===== config.mk =====
export PLATFORM = sky130hd
export DESIGN_NAME = aux_ctrl_unit
export DESIGN_NICKNAME = d
export VERILOG_FILES = /design/src/rtl/aux_ctrl_pkg.sv /design/src/rtl/aux_ctrl_access.sv /design/src/rtl/aux_ctrl_datapath.sv /design/src/rtl/aux_ctrl_unit.sv
export SDC_FILE = /design/constraint.sdc
export NUM_CORES = 1
export LEC_CHECK = 0
export ABC_AREA = 0
export ABC_CLOCK_PERIOD_IN_PS = 1200
export BUFFER_PORTS_ARGS = -buffer_cell sky130_fd_sc_hd__buf_2
export CAP_MARGIN = 25
export CELL_PAD_IN_SITES_DETAIL_PLACEMENT = 1
export CELL_PAD_IN_SITES_GLOBAL_PLACEMENT = 1
export CORE_ASPECT_RATIO = 0.5
export CORE_MARGIN = 3
export CORE_UTILIZATION = 24
export DETAILED_ROUTE_END_ITERATION = 6
export GPL_TIMING_DRIVEN = 0
export PLACE_DENSITY_LB_ADDON = 0.1
export SKIP_CTS_REPAIR_TIMING = 1
export SLEW_MARGIN = 20
export SYNTH_ARGS = -nofsm -noshare
export SYNTH_HDL_FRONTEND = slang
export SYNTH_HIERARCHICAL = 1
export SYNTH_SLANG_ARGS = --single-unit

===== constraint.sdc =====
create_clock -name clk -period 1.2 [get_ports clk]
set_clock_uncertainty 0.2 [all_clocks]
set_input_delay 0.12 -clock clk [delete_from_list [all_inputs] [get_ports clk]]
set_output_delay 0.12 -clock clk [all_outputs]
set_load 0.01 [all_outputs]

===== src/rtl/aux_ctrl_pkg.sv =====
package aux_ctrl_pkg;
  localparam int CFG_W = 32;

  // bit positions that decide behaviour
  localparam int B_RETSTK  = 0;
  localparam int B_DYNPRED = 1;
  localparam int B_STATPRED = 2;
  localparam int B_TLBRAND = 3;
  localparam int B_NOCLEAN = 4;
  localparam int B_NOBLOCK = 5;
  localparam int B_LIM16K  = 6;
  localparam int B_NOPFHALT = 28;
  localparam int B_NOFOLD  = 29;
  localparam int B_NOSPEC  = 30;
  localparam int B_IRQOVR  = 31;

  localparam logic [CFG_W-1:0] IMPL_MASK = 32'hF000_007F;
  localparam logic [CFG_W-1:0] RESET_VAL = 32'h0000_0007;

  typedef struct packed {
    logic wrEn;
    logic rdEn;
    logic trap;
  } accStrobe_t;

  typedef struct packed {
    logic staticPred;
    logic dynPred;
    logic retStack;
    logic fold;
    logic fastIrq;
    logic hitUnderMiss;
    logic preciseAbort;
    logic tlbRandom;
    logic limit16k;
    logic blockOps;
    logic cleanAll;
    logic pfHalt;
    logic forcedSpec;
  } featEn_t;
endpackage


===== src/rtl/aux_ctrl_access.sv =====
module aux_ctrl_access
  import aux_ctrl_pkg::*;
(
  input  logic       accRd,
  input  logic       accWr,
  input  logic       accPriv,
  input  logic       accSecure,
  output accStrobe_t strb
);
  logic anyAccess;
  logic writeAllowed;

  always_comb begin
    anyAccess    = accRd | accWr;
    // only the secure world may modify; non-secure writes are dropped quietly
    writeAllowed = accPriv & accSecure;
    strb.rdEn    = accRd & accPriv;
    strb.wrEn    = accWr & writeAllowed;
    strb.trap    = anyAccess & ~accPriv;
  end
endmodule


===== src/rtl/aux_ctrl_datapath.sv =====
module aux_ctrl_datapath
  import aux_ctrl_pkg::*;
#(
  parameter int                 W        = CFG_W,
  parameter logic [CFG_W-1:0]   MASK     = IMPL_MASK,
  parameter logic [CFG_W-1:0]   RST_WORD = RESET_VAL
) (
  input  logic         clk,
  input  logic         rstN,
  input  accStrobe_t   strb,
  input  logic [W-1:0] wrData,
  input  logic         flowPredEn,
  input  logic         fastIrqEn,
  input  logic         cacheRandRepl,
  output logic [W-1:0] cfgQ,
  output logic [W-1:0] rdData,
  output featEn_t      feat
);
  localparam logic [W-1:0] RST_MASKED = RST_WORD[W-1:0] & MASK[W-1:0];

  logic [W-1:0] cfgNext;

  always_comb begin
    cfgNext = wrData & MASK[W-1:0];
  end

  always_ff @(posedge clk or negedge rstN) begin
    if (!rstN)          cfgQ <= RST_MASKED;
    else if (strb.wrEn) cfgQ <= cfgNext;
  end

  // read return, one gate per bit
  for (genvar i = 0; i < W; i++) begin : g_rd
    if (MASK[i]) begin : g_impl
      assign rdData[i] = strb.rdEn & cfgQ[i];
    end else begin : g_tie
      assign rdData[i] = 1'b0;
    end
  end

  logic predAny;

  always_comb begin
    feat.staticPred   = cfgQ[B_STATPRED] & flowPredEn;
    feat.dynPred      = cfgQ[B_DYNPRED]  & flowPredEn;
    feat.retStack     = cfgQ[B_RETSTK]   & flowPredEn;
    predAny           = feat.staticPred | feat.dynPred;
    feat.fold         = ~cfgQ[B_NOFOLD] & predAny;
    feat.fastIrq      = fastIrqEn & ~cfgQ[B_IRQOVR];
    feat.hitUnderMiss = ~cfgQ[B_IRQOVR];
    feat.preciseAbort = cfgQ[B_IRQOVR];
    feat.tlbRandom    = cfgQ[B_TLBRAND] & cacheRandRepl;
    feat.limit16k     = cfgQ[B_LIM16K];
    feat.blockOps     = ~cfgQ[B_NOBLOCK];
    feat.cleanAll     = ~cfgQ[B_NOCLEAN];
    feat.pfHalt       = ~cfgQ[B_NOPFHALT];
    feat.forcedSpec   = ~cfgQ[B_NOSPEC];
  end
endmodule


===== src/rtl/aux_ctrl_unit.sv =====
module aux_ctrl_unit
  import aux_ctrl_pkg::*;
(
  input  logic        clk,
  input  logic        rstN,
  input  logic        accRd,
  input  logic        accWr,
  input  logic        accPriv,
  input  logic        accSecure,
  input  logic [31:0] wrData,
  output logic [31:0] rdData,
  output logic        rdValid,
  output logic        undefTrap,
  input  logic        flowPredEn,
  input  logic        fastIrqEn,
  input  logic        cacheRandRepl,
  output logic        staticPredOn,
  output logic        dynPredOn,
  output logic        retStackOn,
  output logic        foldOn,
  output logic        fastIrqOn,
  output logic        hitUnderMissOn,
  output logic        preciseLoadAbort,
  output logic        tlbRandomRepl,
  output logic        cacheLimit16k,
  output logic        blockCacheOpsOn,
  output logic        cleanAllOn,
  output logic        prefetchHaltOn,
  output logic        forcedSpecOn
);
  accStrobe_t        strb;
  featEn_t           feat;
  logic [CFG_W-1:0]  cfgQ;

  aux_ctrl_access u_access (
    .accRd     (accRd),
    .accWr     (accWr),
    .accPriv   (accPriv),
    .accSecure (accSecure),
    .strb      (strb)
  );

  aux_ctrl_datapath u_dp (
    .clk           (clk),
    .rstN          (rstN),
    .strb          (strb),
    .wrData        (wrData),
    .flowPredEn    (flowPredEn),
    .fastIrqEn     (fastIrqEn),
    .cacheRandRepl (cacheRandRepl),
    .cfgQ          (cfgQ),
    .rdData        (rdData),
    .feat          (feat)
  );

  assign rdValid          = strb.rdEn;
  assign undefTrap        = strb.trap;
  assign staticPredOn     = feat.staticPred;
  assign dynPredOn        = feat.dynPred;
  assign retStackOn       = feat.retStack;
  assign foldOn           = feat.fold;
  assign fastIrqOn        = feat.fastIrq;
  assign hitUnderMissOn   = feat.hitUnderMiss;
  assign preciseLoadAbort = feat.preciseAbort;
  assign tlbRandomRepl    = feat.tlbRandom;
  assign cacheLimit16k    = feat.limit16k;
  assign blockCacheOpsOn  = feat.blockOps;
  assign cleanAllOn       = feat.cleanAll;
  assign prefetchHaltOn   = feat.pfHalt;
  assign forcedSpecOn     = feat.forcedSpec;
endmodule


== Word level (Yosys, flattened, before mapping) ==
Cells that the tools add are included.

* Bits in latches: 0
* Input bits: 41
* Memories kept: 0
* Bits in read-only memories: 0
* Output and inout bits: 47
* Register bits: 11
* Memory bits (writable): 0
* Logic and storage cells: 31

* Multiplexer cells: 0
* Add/sub/neg operators: 0
* Reductions and logical operators: 0
* Order comparisons: 0
* Bitwise gates (word level): 30
* Equal/unequal tests: 0
* Shifts and indexed selects: 0
* Divide/modulo/power cells: 0
* $mul: 0

{| class="wikitable"
|+ Operator list
! cell !! number
|-
| bitwise AND 1 bit || 21
|-
| NOT 1 bit || 7
|-
| bitwise OR 1 bit || 2
|}

== Logic depth before layout (Yosys ltp) ==
Gate-level depths: netlist of the first run.

* Depth after elaboration: 3
* Mapped depth: 5

== Hierarchy ==
The synthesis of the first run kept the hierarchy.

{| class="wikitable"
|+ Modules (own cells, without submodules)
! module !! sequential area each (um^2) !! area each (um^2) !! times used !! cells an instance
|-
| aux_ctrl_datapath || 279.0 || 904.6 || 1 || 98
|-
| aux_ctrl_access || 0.0 || 25.0 || 1 || 3
|}

== Worst setup path before layout of the first run ==
OpenSTA, ideal clock, no wires.

* Kind: reg-to-output
* From: register u_dp.cfgQ[2]
* To: output port foldOn
* Slack: 9 ps
* Stages on the path, launching flop included: 3
* Data arrival time: 871 ps
* Required time: 880 ps
* Cell sequence: dfstp_2 -> nor2_1 -> nor3b_1

* Cells in the longest elaborated chain, start to end: 3

{| class="wikitable"
|+ Ends and longest elaborated chain
! element !! line !! RTL
|-
| start, declared || aux_ctrl_datapath.sv:15 || <nowiki>output logic [W-1:0] cfgQ,</nowiki>
|-
| start signal, assigned || aux_ctrl_datapath.sv:29 || <nowiki>else if (strb.wrEn) cfgQ <= cfgNext;</nowiki>
|-
| bitwise AND 1 bit || aux_ctrl_datapath.sv:44 || <nowiki>feat.staticPred = cfgQ[B_STATPRED] & flowPredEn;</nowiki>
|-
| bitwise OR 1 bit || aux_ctrl_datapath.sv:47 || <nowiki>predAny = feat.staticPred | feat.dynPred;</nowiki>
|-
| bitwise AND 1 bit || aux_ctrl_datapath.sv:48 || <nowiki>feat.fold = ~cfgQ[B_NOFOLD] & predAny;</nowiki>
|-
| end, declared || aux_ctrl_unit.sv:20 || <nowiki>output logic foldOn,</nowiki>
|}

No other way between the ends.

== Final worst setup path of the first run ==
* From: register u_dp.cfgQ[1]
* To: output port foldOn

* Cells in the longest elaborated chain, start to end: 3

{| class="wikitable"
|+ Ends and longest elaborated chain
! element !! line !! RTL
|-
| bitwise AND 1 bit || aux_ctrl_datapath.sv:45 || <nowiki>feat.dynPred = cfgQ[B_DYNPRED] & flowPredEn;</nowiki>
|-
| bitwise OR 1 bit || aux_ctrl_datapath.sv:47 ||
|-
| bitwise AND 1 bit || aux_ctrl_datapath.sv:48 ||
|}

No other way between the ends.

==> metrics.md, run 1 <==
| Metric | Value |
|---|---|
| Core area | 2810 um^2 |
| Critical path arrival | 1.13 ns |
| Remaining DRCs | 0 |
| Reg2Reg Depth | 3 |
| R2R Setup Slk | 0.06 ns |
| Unrepaired setup endpoints after global routing | true |
| WP data required | 0.88 ns |
| Largest register FFs | 11 |
| Design area | 1390 um^2 |
| Max Cap Viol | 0 |
| R2r endpoint | u_dp/cfgQ[2]$_DFFE_PN1P_ |
| ANT cells | 0 |
| CP Launch Type | flop |
| Outcome | complete, but fails checks |
| Worst-path cell chain | nor2_1 -> nor3b_2 -> buf_2 |
| Smallest setup slack after layout | -0.252 ns |
| CTS root buffer | clkbuf_8 |
| Area after DPL | 1120 um^2 |
| Clock sink total | 11 |
| Initial antenna violation count | 0 |
| Vert. Die Dim | 46.1 um |
| Mapped Avg Cell Area | 9.65 um^2 |
| Cells after Synth | 80 |
| Die width | 86.2 um |
| Post-placement cell count | 182 |
| Failing checks | setup timing |
| Filler cells | 348 |
| Reg-to-Reg Start | u_dp/cfgQ[2]$_DFFE_PN1P_ |
| Initial DRC count | 1 |
| CTS tree | yes |
| Detailed Route WL | 2220 um |
| Worst hold-check path type | input port to asynchronous set/reset pin |
| CP max-delay cell | dfstp_2 |
| Vias post-DR | 764 |
| Final worst-path cycle share | 121% |
| WL per Instance | 10.9 um |
| VDD IR max | 0.000464 V |
| HPWL Detailed | 1670 um |
| Power density cells | 1050 nW/um^2 |
| Top Registers | u_dp/cfgQ x11 |
| Final hold violations | 0 |
| Ratio of cells with drive above 1 in the final layout | 57.2% |
| Max incr delay on CP | 0.55 ns |
| Tot GR Track Use | 9.76% |
| Worst skew pair latency | 0.24 ns |
| Clk buf depth | 2 |
| Most common cell after layout, fill and taps aside | buf_2 |
| Post-layout nets | 208 |
| Core Util, Final | 49.4% |
| Slew Limit Fails | 0 |
| Placer Congestion | 0.645 |
| Vias in the first global route | 691 |
| Number of I/O pins | 88 |
| PortBufs | 45 |
| Setup violations, final | 15 |
| Grt total ovfl | 0 |
| CP endpoint kind | output pin |
| DIE AREA | 3970 um^2 |
| Dpl ws | -0.0620 ns |
| Synth warnings | 6 |
| CTS Buf Count | 3 |
| Layout Cells excl Fill | 203 |
| Area of the multi-input gates | 362 um^2 |
| Synthesized area | 772 um^2 |
| Row cnt | 13 |
| DRT Pass-1 Iters | 4 |
| Maximum fanout along the worst path | 4 |
| P&R area growth vs syn | 79.9% |
| Max Fclk | 689 MHz |
| Lkg Pwr | 0.791 nW |
| Commonest cells after routing, fill and taps aside | buf_2 (39), buf_4 (25), conb_1 (21) |
| Post-route ant nets | 0 |
| Clock transition at path regs | 0.05 ns |
| Initial Utilization | 27.4% |
| H-tree levels | 1 |
| Crit path kind | flop to output pin |
| Most flops, register | u_dp/cfgQ |
| Vias per Instance | 3.76 |
| Footprint of the flip-flops and latches | 279 um^2 |
| Tmin final | 1.45 ns |
| Pin count of the biggest net entering global routing | 12 |
| First-pass GRT wire length | 2970 um |
| Setup Total Neg Slack | -1.41 ns |
[worst max-delay path, delay by kind of cell, from the launching register on]
family / cells / cell delay [ns]
buffers and inverters: 1 / 0.15
flip-flops: 1 / 0.55
AND/OR/NAND/NOR: 2 / 0.20
[power by group]
| part | switching, mW | internal, mW |
|---|---|---|
| Sequential | 0.0496 | 0.454 |
| Combinational | 0.235 | 0.356 |
| Clock | 0.130 | 0.232 |
[routing by layer]
metal	global-route usage (%)	up-vias	wire [um]
met5	0	-	0
met4	2.80	0	16
met3	4.82	3	216
met2	17.9	40	1160
met1	10.2	346	828
li1	-	375	-
[cell type report]
class                      instances  area share, %
buffer                            26           15.4
clock buffer                       4           3.24
inverter                           5           1.35
multi-input combinational         58           26.0
sequential                        11           20.1
tap                               37           3.33
timing repair buffer              62           30.5
[how the worst max path moves through the flow]
stage                                   startpoint     end  slack (ns)  depth (start not counted)
after floorplan           u_dp/cfgQ[2]$_DFFE_PN1P_  foldOn       0.009                          2
after global placement    u_dp/cfgQ[2]$_DFFE_PN1P_  foldOn      -0.009                          3
after detailed placement  u_dp/cfgQ[2]$_DFFE_PN1P_  foldOn       -0.06                          3
after CTS                 u_dp/cfgQ[2]$_DFFE_PN1P_  foldOn       -0.33                          3
after global routing      u_dp/cfgQ[1]$_DFFE_PN1P_  foldOn       -0.31                          3
final                     u_dp/cfgQ[1]$_DFFE_PN1P_  foldOn       -0.25                          3
[metrics by stage]
step                      hold slack (ns)  total power [mW]
after floorplan                    -0.376             0.786
after global placement             -0.197             0.942
after detailed placement           -0.196             0.949
after CTS                          -0.452              1.33
after global routing               0.0970              1.56
final                              0.0810              1.46
Note: power is estimated with default switching activity, not from simulation.
==> run 2, diff against run 1 <==
--- a/config.mk
+++ b/config.mk
@@ -11,14 +11,12 @@
 export CAP_MARGIN = 25
 export CELL_PAD_IN_SITES_DETAIL_PLACEMENT = 1
 export CELL_PAD_IN_SITES_GLOBAL_PLACEMENT = 1
-export CORE_ASPECT_RATIO = 0.5
 export CORE_MARGIN = 3
 export CORE_UTILIZATION = 24
 export DETAILED_ROUTE_END_ITERATION = 6
 export GPL_TIMING_DRIVEN = 0
 export PLACE_DENSITY_LB_ADDON = 0.1
 export SKIP_CTS_REPAIR_TIMING = 1
-export SLEW_MARGIN = 20
 export SYNTH_ARGS = -nofsm -noshare
 export SYNTH_HDL_FRONTEND = slang
 export SYNTH_HIERARCHICAL = 1
==> run 2 against run 1 <==
The run still ends with setup timing left. Clock power is 30% lower. Sequential cell count unchanged. Global-route usage decreased by 0.22 points.
==> metrics.md, run 2 (synthesized netlist as in run 1, its figures left out) <==
| Metric | Value |
|---|---|
| Outcome | complete, but fails checks |
| Failing checks | setup timing |
| Worst-path cell chain | nor2_1 -> nor3b_2 -> buf_2 |
| Worst skew pair latency | 0.26 ns (+0.02 ns) |
| Initial DRC count | 10 (+9) |
| Reg2Reg Depth | 3 (unchanged) |
| Smallest setup slack after layout | -0.268 ns (-0.0168 ns) |
| Tmin final | 1.47 ns (+0.0168 ns) |
| Clock transition at path regs | 0.07 ns (+0.02 ns) |
| Design area | 1380 um^2 (-0.99%) |
| Buf+Inv Stages, Crit Path | 1 (unchanged) |
| Die width | 62.7 um (-27%) |
| Reg-to-Reg Start | u_dp/cfgQ[1]$_DFFE_PN1P_ |
| Post-route ant nets | 0 (unchanged) |
| Total power | 1.35 mW (-7.6%) |
| Most common cell after layout, fill and taps aside | buf_2 |
| Max incr delay on CP | 0.55 ns (about the same) |
| Pin count of the biggest net entering global routing | 12 (unchanged) |
| Crit path kind | flop to output pin |
| CP max-delay cell | dfstp_2 |
| Final hold violations | 0 (unchanged) |
| PortBufs | 45 (unchanged) |
| Vert. Die Dim | 62.7 um (+36%) |
| Post-layout nets | 207 (-0.48%) |
| Grt total ovfl | 0 (unchanged) |
| Area after DPL | 1120 um^2 (+0.56%) |
| Ratio of cells with drive above 1 in the final layout | 59.4% (+2.2 points) |
| Initial Utilization | 26.6% (-0.82 points) |
| Row cnt | 19 (+6) |
| Vias post-DR | 737 (-3.5%) |
| Unrepaired setup endpoints after global routing | true |
| Worst hold-check path type | input port to asynchronous set/reset pin |
| CTS Buf Count | 3 (unchanged) |
| WP data required | 0.88 ns (about the same) |
| Critical path arrival | 1.15 ns (+0.02 ns) |
| Largest register FFs | 11 (unchanged) |
| H-tree levels | 1 (unchanged) |
| HPWL Detailed | 1570 um (-6.2%) |
| Dpl ws | -0.0176 ns (+0.0444 ns) |
| Final worst-path cycle share | 122% (+1.4 points) |
| Area of the multi-input gates | 362 um^2 (unchanged) |
| DIE AREA | 3930 um^2 (-1.0%) |
| Core area | 2900 um^2 (+3.1%) |
| R2R Setup Slk | 0.07 ns (about the same) |
| Placer Congestion | 0.625 (-3.0%) |
| Largest delay contributor family on the critical path | flip-flops |
| Vias in the first global route | 645 (-6.7%) |
| Tot GR Track Use | 9.54% (-0.22 points) |
| CP Launch Type | flop |
| Slew Limit Fails | 0 (unchanged) |
| P&R area growth vs syn | 78.1% |
| Vias per Instance | 3.56 (-5.4%) |
| Clk buf depth | 2 (unchanged) |
| Remaining DRCs | 0 (unchanged) |
| Number of I/O pins | 88 (unchanged) |
| Footprint of the flip-flops and latches | 279 um^2 (unchanged) |
| Initial antenna violation count | 0 (unchanged) |
| Max Fclk | 681 MHz (-1.1%) |
| Max Cap Viol | 0 (unchanged) |
| Maximum fanout along the worst path | 4 (unchanged) |
| VDD IR max | 0.000377 V (-19%) |
| Detailed Route WL | 2100 um (-5.4%) |
| Lkg Pwr | 0.780 nW (-1.5%) |
| First-pass GRT wire length | 2950 um (-0.67%) |
| Top Registers | u_dp/cfgQ x11 |
| WL per Instance | 10.1 um (-7.2%) |
| Setup violations, final | 19 (+4) |
| Clock sink total | 11 (unchanged) |
| Filler cells | 370 (+6.3%) |
| CTS tree | yes |
| DRT Pass-1 Iters | 4 (unchanged) |
| Commonest cells after routing, fill and taps aside | buf_2 (38), buf_4 (24), conb_1 (21), buf_6 (13) |
| Power density cells | 979 nW/um^2 (-6.7%) |
| CTS root buffer | clkbuf_4 |
| R2r endpoint | u_dp/cfgQ[1]$_DFFE_PN1P_ |
| CP endpoint kind | output pin |
| Most flops, register | u_dp/cfgQ |
| ANT cells | 0 (unchanged) |
## run 2: changes by cell type in the layout (fill, tap and decap cells not counted)
cell and change:
clkbuf_4 +3, buf_6 +1, clkbuf_8 -3, buf_4 -1, inv_1 -4, inv_2 +4, buf_2 -1
## run 2: layout make-up
cell class              count  share of cell area, %
multi-input cells          58                   26.3
repair buffers             61                   31.2
plain buffers              26                   15.1
clock buffers               4                   1.91
flip-flops and latches     11                   20.3
inverters                   5                   1.36
well taps                  42                   3.82
## run 2: how the worst max path moves through the flow
stage,start,to,depth (start not counted)
floorplan,u_dp/cfgQ[2]$_DFFE_PN1P_,foldOn,2
global placement,u_dp/cfgQ[2]$_DFFE_PN1P_,foldOn,3
detailed placement,u_dp/cfgQ[2]$_DFFE_PN1P_,foldOn,3
CTS,u_dp/cfgQ[2]$_DFFE_PN1P_,foldOn,3
global route,u_dp/cfgQ[2]$_DFFE_PN1P_,foldOn,3
finish,u_dp/cfgQ[2]$_DFFE_PN1P_,foldOn,3
## run 2: power by group
group	total (mW)	internal, mW	switching, mW
combinational	0.587	0.361	0.226
sequential	0.504	0.452	0.0519
clock	0.254	0.128	0.126
## run 2: stage by stage
step	cells	hold WS (ns)	util [%]	TNS (ns)
6_report	207	0.0526	47.4	-1.93
5_1_grt	207	0.0746	47.4	-2.95
4_1_cts	191	-0.487	39.7	-2.29
3_5_place_dp	187	-0.195	38.8	-0.0192
3_3_place_gp	187	-0.194	38.8	-0.0161
2_1_floorplan	100	-0.376	-	0
## run 2: layer usage
| layer | GRT usage, % | share of wire (%) | up-vias |
|---|---|---|---|
| met2 | 15.3 | 52 | 39 |
| met3 | 2.16 | 8.0 | 2 |
| met1 | 11.2 | 39 | 320 |
| li1 | - | - | 376 |
| met5 | 0 | 0 | - |
| met4 | 6.61 | 1.0 | 0 |
==> run 3, diff against run 2 <==
--- a/config.mk
+++ b/config.mk
@@ -21,3 +21,4 @@
 export SYNTH_HDL_FRONTEND = slang
 export SYNTH_HIERARCHICAL = 1
 export SYNTH_SLANG_ARGS = --single-unit
+export TNS_END_PERCENT = 10
==> run 3 against run 2 <==
Utilization shrank 2.7 points. Largest power group is now registers. Register-to-register slack gained 0.15 ns. The flow still finishes with violations (setup timing). Count of clock-buffer cells in the layout is the same. Wire length shrank 3.6%. Global-route usage is the same. Sequential power shrank 0.8%.
==> metrics.md, run 3 (synthesized netlist as in run 1, its figures left out) <==
| Metric | Value |
|---|---|
| Post-route ant nets | 0 (unchanged) |
| Clock power frac | 20.3% (+1.4 points) |
| Final hold violations | 0 (unchanged) |
| Pint | 0.868 mW (-7.9%) |
| Setup violations, final | 19 (unchanged) |
| Die width | 62.7 um (unchanged) |
| Ratio of cells with drive above 1 in the final layout | 55.3% (-4.1 points) |
| ANT cells | 0 (unchanged) |
| Area of the multi-input gates | 357 um^2 (-1.4%) |
| Smallest setup slack after layout | -0.267 ns (+0.000868 ns) |
| Top Registers | u_dp/cfgQ x11 |
| Layout Cells excl Fill | 203 (-1.9%) |
| Worst hold-check path type | input port to asynchronous set/reset pin |
| Switching power total | 0.383 mW (-5.2%) |
| WL per Instance | 9.98 um (-1.7%) |
| Initial DRC count | 15 (+5) |
| Vias in the first global route | 645 (unchanged) |
| Failing checks | setup timing |
| Comb pwr share | 39.7% (-3.9 points) |
| Outcome | complete, but fails checks |
| CP endpoint kind | output pin |
| Clk buf depth | 2 (unchanged) |
| Setup Total Neg Slack | -1.88 ns (+0.0552 ns) |
| Most flops, register | u_dp/cfgQ |
| Detailed Route WL | 2030 um (-3.6%) |
| Pin count of the biggest net entering global routing | 12 (unchanged) |
| H-tree levels | 1 (unchanged) |
| Most common cell after layout, fill and taps aside | buf_2 |
| Initial antenna violation count | 0 (unchanged) |
| Unrepaired setup endpoints after global routing | true |
| Remaining DRCs | 0 (unchanged) |
| CTS root buffer | clkbuf_4 |
| Clock sink total | 11 (unchanged) |
| Max Cap Viol | 0 (unchanged) |
| Row cnt | 19 (unchanged) |
| Footprint of the flip-flops and latches | 279 um^2 (unchanged) |
| CTS tree | yes |
| Switch share | 30.6% (+0.62 points) |
| P&R area growth vs syn | 68.1% |
| Lkg Pwr | 0.747 nW (-4.2%) |
| Dpl ws | -0.0176 ns (unchanged) |
| Vert. Die Dim | 62.7 um (unchanged) |
| Slew Limit Fails | 0 (unchanged) |
| Vias post-DR | 718 (-2.6%) |
| Post-layout nets | 203 (-1.9%) |
| Tmin final | 1.47 ns (-0.000868 ns) |
| DRT Pass-1 Iters | 4 (unchanged) |
| Max Fclk | 681 MHz (about the same) |
| Number of I/O pins | 88 (unchanged) |
| Sequential fraction of design power | 39.9% (+2.4 points) |
| PortBufs | 45 (unchanged) |
| Tot GR Track Use | 9.54% (unchanged) |
| Clock transition at path regs | 0.07 ns (about the same) |
| Filler cells | 381 (+3.0%) |
| Power density cells | 964 nW/um^2 (-1.5%) |
| Grt total ovfl | 0 (unchanged) |
| First-pass GRT wire length | 2950 um (unchanged) |
| Worst skew pair latency | 0.26 ns (about the same) |
| Area after DPL | 1120 um^2 (unchanged) |
| Initial Utilization | 26.6% (unchanged) |
| VDD IR max | 0.000372 V (-1.3%) |
| Commonest cells after routing, fill and taps aside | buf_2 (43), buf_4 (23), conb_1 (21), and2_1 (14), dlygate4sd3_1 (12) |
| Total power | 1.25 mW (-7.1%) |
| CTS Buf Count | 3 (unchanged) |
| Design area | 1300 um^2 (-5.6%) |
| Core area | 2900 um^2 (unchanged) |
| Placer Congestion | 0.625 (unchanged) |
| Final worst-path cycle share | 122% (about the same) |
| Crit path kind | flop to output pin |
| Critical path arrival | 1.15 ns (about the same) |
| Maximum fanout along the worst path | 4 (unchanged) |
| DIE AREA | 3930 um^2 (unchanged) |
| Post-placement cell count | 187 (unchanged) |
| CP Launch Type | flop |
| Vias per Instance | 3.54 (-0.66%) |
| WP data required | 0.88 ns (about the same) |
| HPWL Detailed | 1570 um (unchanged) |
| Largest register FFs | 11 (unchanged) |
## run 3: cell types whose count changed in the layout (fill, tap and decap cells not counted), sizes merged
cell  previous run  this run
buf             75        71
## run 3: final cells by class
type,count,share of cell area (%)
Timing Repair Buffer,57,28.1
Inverter,5,1.45
Buffer,26,15.4
Clock buffer,4,2.03
Tap cell,42,4.05
Sequential cell,11,21.5
Multi-Input combinational cell,58,27.5
## run 3: final timing paths
| check | start | endpoint | slack [ns] | depth (start not counted) |
|---|---|---|---|---|
| worst max-delay path | u_dp/cfgQ[2]$_DFFE_PN1P_ | foldOn | -0.27 | 3 |
| worst min-delay path | rstN | u_dp/cfgQ[29]$_DFFE_PN0P_ | 0.05 | 2 |
| worst max register to register | u_dp/cfgQ[29]$_DFFE_PN0P_ | u_dp/cfgQ[29]$_DFFE_PN0P_ | 0.22 | 1 |
| worst min register to register | u_dp/cfgQ[30]$_DFFE_PN0P_ | u_dp/cfgQ[30]$_DFFE_PN0P_ | 0.33 | 2 |
| max in group asynchronous | rstN | u_dp/cfgQ[0]$_DFFE_PN1P_ | 0.49 | 2 |
| min in group clk | accSecure | u_dp/cfgQ[3]$_DFFE_PN0P_ | 0.24 | 4 |
## run 3: power groups by stage
| stage | Combinational [mW] | Clock (mW) | Sequential, mW |
|---|---|---|---|
| floorplan | 0.297 | 0 | 0.490 |
| global placement | 0.440 | 0 | 0.501 |
| detailed placement | 0.444 | 0 | 0.505 |
| CTS | 0.447 | 0.262 | 0.499 |
| global route | 0.546 | 0.287 | 0.510 |
| finish | 0.497 | 0.254 | 0.500 |
## run 3: critical path: stages (launching register included)
cell and delay [ns]:
dfstp_2 0.55, nor2_1 0.06, nor3b_2 0.13, buf_2 0.14
## run 3: metrics by stage
stage               hold slack (ns)  util (%)
floorplan                    -0.376         -
global placement             -0.194      38.8
detailed placement           -0.195      38.8
CTS                          -0.487      39.7
global route                 0.0746      44.7
finish                       0.0514      44.7
## run 3: metal layers
layer | share of wire (%) | global-route usage [%] | up-vias
met1 | 40 | 11.2 | 311
met2 | 50 | 15.3 | 39
li1 | - | - | 366
met5 | 0 | 0 | -
met3 | 8.2 | 2.16 | 2
met4 | 1.0 | 6.61 | 0
